**src/rtl/nvm_autoprog_pkg.sv**
```systemverilog
package nvm_autoprog_pkg;
  localparam logic [11:0] OFS_MODE   = 12'h00C;
  localparam logic [11:0] OFS_DIV    = 12'h014;
  localparam logic [11:0] OFS_SLEEP  = 12'h018;
  localparam logic [11:0] OFS_STAT   = 12'hFE0;
  localparam logic [11:0] OFS_CLR    = 12'hFE8;
  localparam int          DONE_BIT   = 2;

  typedef struct packed {
    logic latchEn;   // capture index and data of an accepted write
    logic commitEn;  // last tick: move latched word into the array
    logic readEn;    // array awake and accessible
  } nvmStrobe_t;
endpackage

```
**src/rtl/nvm_autoprog_ctl.sv**
```systemverilog
module nvm_autoprog_ctl
  import nvm_autoprog_pkg::*;
#(
  parameter int ADDR_W      = 12,
  parameter int WORDS       = 64,
  parameter int PAGE_BYTES  = 128,
  parameter int DIV_W       = 8,
  parameter int PROG_TICKS  = 4500,
  parameter int WAKE_CYCLES = 12500
) (
  input  logic              clk,
  input  logic              rstN,
  input  logic              busValid,
  input  logic              busWrite,
  input  logic              busWindow,
  input  logic [ADDR_W-1:0] busAddr,
  input  logic [31:0]       busWdata,
  output logic [31:0]       regRdata,
  output logic              busy,
  output logic              pwrDown,
  output logic              eopFlag,
  output nvmStrobe_t        strobe
);
  localparam int IDX_W      = $clog2(WORDS);
  localparam int PAGE_WORDS = PAGE_BYTES / 4;
  localparam int WRITABLE   = WORDS - PAGE_WORDS;
  localparam int TICK_W     = $clog2(PROG_TICKS + 1);
  localparam int WAKE_W     = $clog2(WAKE_CYCLES + 1);

  logic              modeSingle;
  logic [DIV_W-1:0]  divReg;
  logic [DIV_W-1:0]  divCnt;
  logic [TICK_W-1:0] tickCnt;
  logic [WAKE_W-1:0] wakeCnt;
  logic              regWr;
  logic              dataWr;
  logic              accessible;
  logic              writable;
  logic              startProg;
  logic              tickHit;
  logic              lastTick;
  logic              clrHit;
  logic [IDX_W-1:0]  wordIdx;

  assign regWr      = busValid && busWrite && !busWindow;
  assign dataWr     = busValid && busWrite && busWindow;
  assign accessible = !pwrDown && (wakeCnt == '0);
  assign wordIdx    = busAddr[2 +: IDX_W];
  assign writable   = ({1'b0, wordIdx} < (IDX_W + 1)'(WRITABLE));
  assign startProg  = dataWr && accessible && modeSingle && !busy && writable;
  assign tickHit    = busy && (divCnt == divReg);
  assign lastTick   = tickHit && (tickCnt == TICK_W'(PROG_TICKS - 1));
  assign clrHit     = regWr && (busAddr[11:0] == OFS_CLR) && busWdata[DONE_BIT];

  assign strobe.latchEn  = startProg;
  assign strobe.commitEn = lastTick;
  assign strobe.readEn   = accessible;

  // control registers
  always_ff @(posedge clk) begin
    if (!rstN) begin
      modeSingle <= 1'b0;
      divReg     <= '0;
      pwrDown    <= 1'b1;
      wakeCnt    <= '0;
    end else begin
      if (regWr && busAddr[11:0] == OFS_MODE) modeSingle <= (busWdata == 32'd1);
      if (regWr && busAddr[11:0] == OFS_DIV)  divReg     <= busWdata[DIV_W-1:0];
      if (regWr && busAddr[11:0] == OFS_SLEEP) begin
        if (busWdata[0]) begin
          pwrDown <= 1'b1;
          wakeCnt <= '0;
        end else if (pwrDown) begin
          pwrDown <= 1'b0;
          wakeCnt <= WAKE_W'(WAKE_CYCLES);
        end
      end else if (!pwrDown && wakeCnt != '0) begin
        wakeCnt <= wakeCnt - 1'b1;
      end
    end
  end

  // program sequencer paced by divided tick
  always_ff @(posedge clk) begin
    if (!rstN) begin
      busy    <= 1'b0;
      divCnt  <= '0;
      tickCnt <= '0;
    end else if (startProg) begin
      busy    <= 1'b1;
      divCnt  <= '0;
      tickCnt <= '0;
    end else if (busy) begin
      if (tickHit) begin
        divCnt <= '0;
        if (lastTick) busy <= 1'b0;
        else          tickCnt <= tickCnt + 1'b1;
      end else begin
        divCnt <= divCnt + 1'b1;
      end
    end
  end

  // sticky completion flag, set wins over clear
  always_ff @(posedge clk) begin
    if (!rstN)         eopFlag <= 1'b0;
    else if (lastTick) eopFlag <= 1'b1;
    else if (clrHit)   eopFlag <= 1'b0;
  end

  always_comb begin
    regRdata = '0;
    case (busAddr[11:0])
      OFS_MODE:  regRdata[0]          = modeSingle;
      OFS_DIV:   regRdata[DIV_W-1:0]  = divReg;
      OFS_SLEEP: regRdata[0]          = pwrDown;
      OFS_STAT:  regRdata[DONE_BIT]   = eopFlag;
      default:   regRdata             = '0;
    endcase
  end
endmodule

```
**src/rtl/nvm_autoprog_dp.sv**
```systemverilog
module nvm_autoprog_dp
  import nvm_autoprog_pkg::*;
#(
  parameter int WORDS = 64,
  localparam int IDX_W = $clog2(WORDS)
) (
  input  logic             clk,
  input  logic             rstN,
  input  nvmStrobe_t       strobe,
  input  logic [IDX_W-1:0] wordIdx,
  input  logic [31:0]      busWdata,
  output logic [31:0]      dataRdata
);
  logic [31:0]      cells [WORDS];
  logic [IDX_W-1:0] pendIdx;
  logic [31:0]      pendData;

  always_ff @(posedge clk) begin
    if (!rstN) begin
      pendIdx  <= '0;
      pendData <= '0;
    end else if (strobe.latchEn) begin
      pendIdx  <= wordIdx;
      pendData <= busWdata;
    end
  end

  always_ff @(posedge clk) begin
    if (!rstN) begin
      for (int i = 0; i < WORDS; i++) cells[i] <= '0;
    end else if (strobe.commitEn) begin
      cells[pendIdx] <= pendData;
    end
  end

  assign dataRdata = strobe.readEn ? cells[wordIdx] : 32'd0;
endmodule

```
**src/rtl/nvm_autoprog_ctrl.sv**
```systemverilog
module nvm_autoprog_ctrl
  import nvm_autoprog_pkg::*;
#(
  parameter int ADDR_W      = 12,
  parameter int WORDS       = 64,
  parameter int PAGE_BYTES  = 128,
  parameter int DIV_W       = 8,
  parameter int PROG_TICKS  = 4500,
  parameter int WAKE_CYCLES = 12500
) (
  input  logic              clk,
  input  logic              rstN,
  input  logic              busValid,
  input  logic              busWrite,
  input  logic              busWindow,
  input  logic [ADDR_W-1:0] busAddr,
  input  logic [31:0]       busWdata,
  output logic [31:0]       busRdata,
  output logic              busy
);
  localparam int IDX_W = $clog2(WORDS);

  nvmStrobe_t  strobe;
  logic [31:0] regRdata;
  logic [31:0] dataRdata;
  logic        pwrDown;
  logic        eopFlag;
  logic        commitEn;

  assign commitEn = strobe.commitEn;

  nvm_autoprog_ctl #(
    .ADDR_W(ADDR_W), .WORDS(WORDS), .PAGE_BYTES(PAGE_BYTES), .DIV_W(DIV_W),
    .PROG_TICKS(PROG_TICKS), .WAKE_CYCLES(WAKE_CYCLES)
  ) u_ctl (
    .clk(clk), .rstN(rstN), .busValid(busValid), .busWrite(busWrite),
    .busWindow(busWindow), .busAddr(busAddr), .busWdata(busWdata),
    .regRdata(regRdata), .busy(busy), .pwrDown(pwrDown), .eopFlag(eopFlag),
    .strobe(strobe)
  );

  nvm_autoprog_dp #(.WORDS(WORDS)) u_dp (
    .clk(clk), .rstN(rstN), .strobe(strobe), .wordIdx(busAddr[2 +: IDX_W]),
    .busWdata(busWdata), .dataRdata(dataRdata)
  );

  assign busRdata = busWindow ? dataRdata : regRdata;
endmodule

```
**config.mk**
```make
export PLATFORM = sky130hd
export DESIGN_NAME = nvm_autoprog_ctrl
export DESIGN_NICKNAME = d
export VERILOG_FILES = /design/src/rtl/nvm_autoprog_pkg.sv /design/src/rtl/nvm_autoprog_ctl.sv /design/src/rtl/nvm_autoprog_dp.sv /design/src/rtl/nvm_autoprog_ctrl.sv
export SDC_FILE = /design/constraint.sdc
export NUM_CORES = 2
export LEC_CHECK = 0
export ABC_AREA = 1
export BUFFER_PORTS_ARGS = -buffer_cell sky130_fd_sc_hd__buf_2
export CAP_MARGIN = 5
export CELL_PAD_IN_SITES_DETAIL_PLACEMENT = 2
export CELL_PAD_IN_SITES_GLOBAL_PLACEMENT = 2
export CORE_ASPECT_RATIO = 0.75
export CORE_UTILIZATION = 45
export CTS_CLUSTER_DIAMETER = 50
export DETAILED_ROUTE_END_ITERATION = 10
export PLACE_DENSITY_LB_ADDON = 0.2
export SETUP_SLACK_MARGIN = 0.02
export SLEW_MARGIN = 15
export SYNTH_ARGS = -nofsm -noshare
export SYNTH_HDL_FRONTEND = slang
export SYNTH_HIERARCHICAL = 1
export SYNTH_SLANG_ARGS = --single-unit
```
**constraint.sdc**
```tcl
create_clock -name clk -period 7 [get_ports clk]
set_input_delay 0.35 -clock clk [delete_from_list [all_inputs] [get_ports clk]]
set_output_delay 0.35 -clock clk [all_outputs]
set_load 0.02 [all_outputs]
```
==> results.json <==
{
  "crit_path_max_fanout": 33,
  "clockRootBuffer": "clkbuf_16",
  "max_freq_ghz": 0.187,
  "insertion_delay_ps": 900,
  "syn_inst": 10200,
  "final_common_cell": "nand2_1",
  "gpl.final_weighted_congestion": 0.872,
  "grt_pass1_wl_um": 613000,
  "ys_ff_latch": 2133,
  "syn2layout_area_growth_pct": 10.2,
  "drt_pass1_iterations": 6,
  "cts_tree": "built",
  "routed_wl_um": 427000,
  "p_per_area_mw_per_mm2": 275,
  "drtIter0Drc": 10500,
  "ant_nets": 0,
  "min_path_type": "in2reg",
  "fin_ws_ps": 1660,
  "p_leak_uw": 0.0370,
  "die_w_um": 538,
  "cts_setup_buffers": 0,
  "outcome": "finished, final reports clean",
  "wl_per_cell_um": 33.3,
  "yosysSeqAreaShare": 0.653,
  "grt_max_degree": 156,
  "yosysWarnings": 6,
  "critPathLaunchType": "flop",
  "crit_start": "u_ctl/tickCnt[0]$_SDFFE_PP0P_",
  "cts.repair.resized": 0,
  "mostFrequentLayoutCells": "nand2_1 (2561), nor2_1 (2255), edfxtp_1 (2048), nand3_1 (1805), clkbuf_16 (235)",
  "synth_edf_count": 2048,
  "via_per_inst": 6.32,
  "fill_cells": 21900,
  "p_total_uw": 29300,
  "endpoint_kind": "flop",
  "syn_area_per_cell_um2": 9.53,
  "drive_above_1_share": 0.0748,
  "r2r-start": "u_ctl/tickCnt[0]$_SDFFE_PP0P_",
  "fp-row-count": 147,
  "initial_core_util": 0.453,
  "utilization": 0.499,
  "vias": 81100,
  "io_pins": 82,
  "finalHoldViolCount": 0,
  "fin_skew_ps": 53.6,
  "critPathRequiredTime_ps": 7560,
  "dieArea_mm2": 0.217,
  "cp-endpoint": "u_dp/cells[62][17]$_SDFFCE_PN0P_",
  "syn-cell-area_mm2": 0.0968,
  "cts.path.max_buffers": 4,
  "cts_buffers": 230,
  "ir_drop_mv": 0.210,
  "antenna_found_initial": 19,
  "grt-ovfl-total": 0,
  "fin_nets": 9876,
  "grt_util_all_layers": 0.390,
  "rsz0062_at_grt": "false",
  "pre_cts_ws_ps": 1750,
  "slew_viol_final": 0,
  "dp_hpwl_um": 253000,
  "ys_types": 44,
  "r2r_cells": 10,
  "r2r_slack_ps": 1660,
  "clkTransAtPathRegs_ps": 70,
  "r2r-end": "u_dp/cells[62][17]$_SDFFCE_PN0P_",
  "tns_ps": 0,
  "clock-sinks": 2133,
  "die_h_um": 404,
  "arrival_ps": 5900,
  "critPathKind": "reg2reg",
  "grt_pass1_vias": 86200,
  "htreeDepth": 4,
  "setup_viol": 0,
  "drv_cap": 0,
  "port_buffers": 81,
  "async_flop_share": 0,
  "synth_ff_type": "edfxtp_1",
  "route.detailed.drc": 0,
  "post-route-period-util": 0.763,
  "cts_hold_buf": 34,
  "tightest_slew_ps": 1450,
  "coreArea_mm2": 0.214,
  "period_minus_slack_ps": 5340,
  "relSlewSlack": 0.0349
}
## kinds of logic after synthesis
family / count (synthesis) / synth area share
and+or+nand+nor: 6747 / 0.290
DFF: 2133 / 0.653
adders and majority gates: 4 / 0.000517
AOI/OAI and AO/OA: 222 / 0.0119
other: 1 / 0.0000387
xor gates and xnor gates: 12 / 0.00109
buffers and inverters: 1038 / 0.0440
## state kept, by name, summed over array words and instances (netlist names)
register / cells
u_ctl/divReg: 8
u_ctl/divCnt: 8
u_ctl/wakeCnt: 14
u_ctl/busy: 1
u_ctl/pwrDown: 1
u_dp/pendIdx: 6
u_ctl/eopFlag: 1
u_ctl/tickCnt: 13
u_dp/pendData: 32
u_dp/cells: 2048
u_ctl/modeSingle: 1
## through the flow
stage                     instances  hold WS [ps]  area [um^2]
after floorplan               10200           448        96900
after global placement        12400           433        99100
after detailed placement      12400           454        99100
after CTS                     12800           117       107000
after global routing          12800           164       107000
final                         12800           149       107000
## metal layers
layer,up-vias,global-route usage,wire length [um]
met5,-,0,67
met4,10,0.195,23800
met3,1008,0.0680,40000
met2,4415,0.619,198000
met1,42300,0.518,165000
li1,33300,-,-
## synth_stat cells, types with 2 or more instances
library cell     n  area share
xor2_1          11     0.00099
buf_12           2     0.00041
nor3_1          15     0.00078
edfxtp_1      2048        0.64
nand4_1         36      0.0023
inv_1           89      0.0034
buf_2          104      0.0054
buf_6            6     0.00070
nand2_1       2571        0.10
nor2_4           5     0.00058
dfxtp_1         85       0.018
inv_2           12     0.00047
nand3_2         11      0.0011
clkinv_1         3     0.00012
nand2_2         18      0.0012
nor4_1           4     0.00026
o21ai_0         94      0.0049
buf_4           30      0.0023
nor4_4           6      0.0013
clkbuf_1       717       0.028
nor2_1        2255       0.087
buf_1           70      0.0027
o22ai_1         20      0.0013
nand3b_1         5     0.00039
nor2_2           7     0.00045
nor4_2           2     0.00026
a21oi_1        101      0.0052
ha_1             4     0.00052
nand2_4          3     0.00035
nand3_1       1805       0.093
o21a_1           3     0.00023
clkbuf_8         3     0.00043
## cell type report
type,count,area (um^2),area share
clock buffers,283,6100,0.0571
multi-input cells,7009,29500,0.276
flip-flops and latches,2133,63200,0.592
well taps,2831,3540,0.0332
clock inverters,125,1190,0.0111
diodes,1,2.50,0.0000234
inverters,105,469,0.00439
repair buffers,344,2760,0.0258
## where the power goes
group	internal (uW)	total, uW	switching [uW]
clock network	6960	12400	5430
registers	14500	14700	207
logic	474	2210	1730
total	21900	29300	7380
## critical path: stages (launching register included)
cell and delay, ps:
dfxtp_1 430, ha_1 340, nand4_1 140, nor2_1 270, and3_1 440, nand2_1 630
nor4_4 1080, nand2_1 390, buf_4 400, nand2_1 420, buf_4 440
## how the worst min path moves through the flow
stage,start,endpoint,slack [ps],cells past startpoint
6_report,busAddr[9],u_ctl/eopFlag$_SDFFE_PN0P_,150,6
5_1_grt,busWrite,u_ctl/busy$_SDFF_PN0_,160,5
4_1_cts,busAddr[9],u_ctl/eopFlag$_SDFFE_PN0P_,120,6
3_5_place_dp,u_dp/pendData[26]$_SDFFE_PN0P_,u_dp/pendData[26]$_SDFFE_PN0P_,450,2
3_3_place_gp,u_dp/pendData[26]$_SDFFE_PN0P_,u_dp/pendData[26]$_SDFFE_PN0P_,430,2
2_1_floorplan,u_ctl/divReg[7]$_SDFFE_PN0P_,u_ctl/divReg[7]$_SDFFE_PN0P_,450,2
Note: power is estimated with default switching activity, not from simulation.
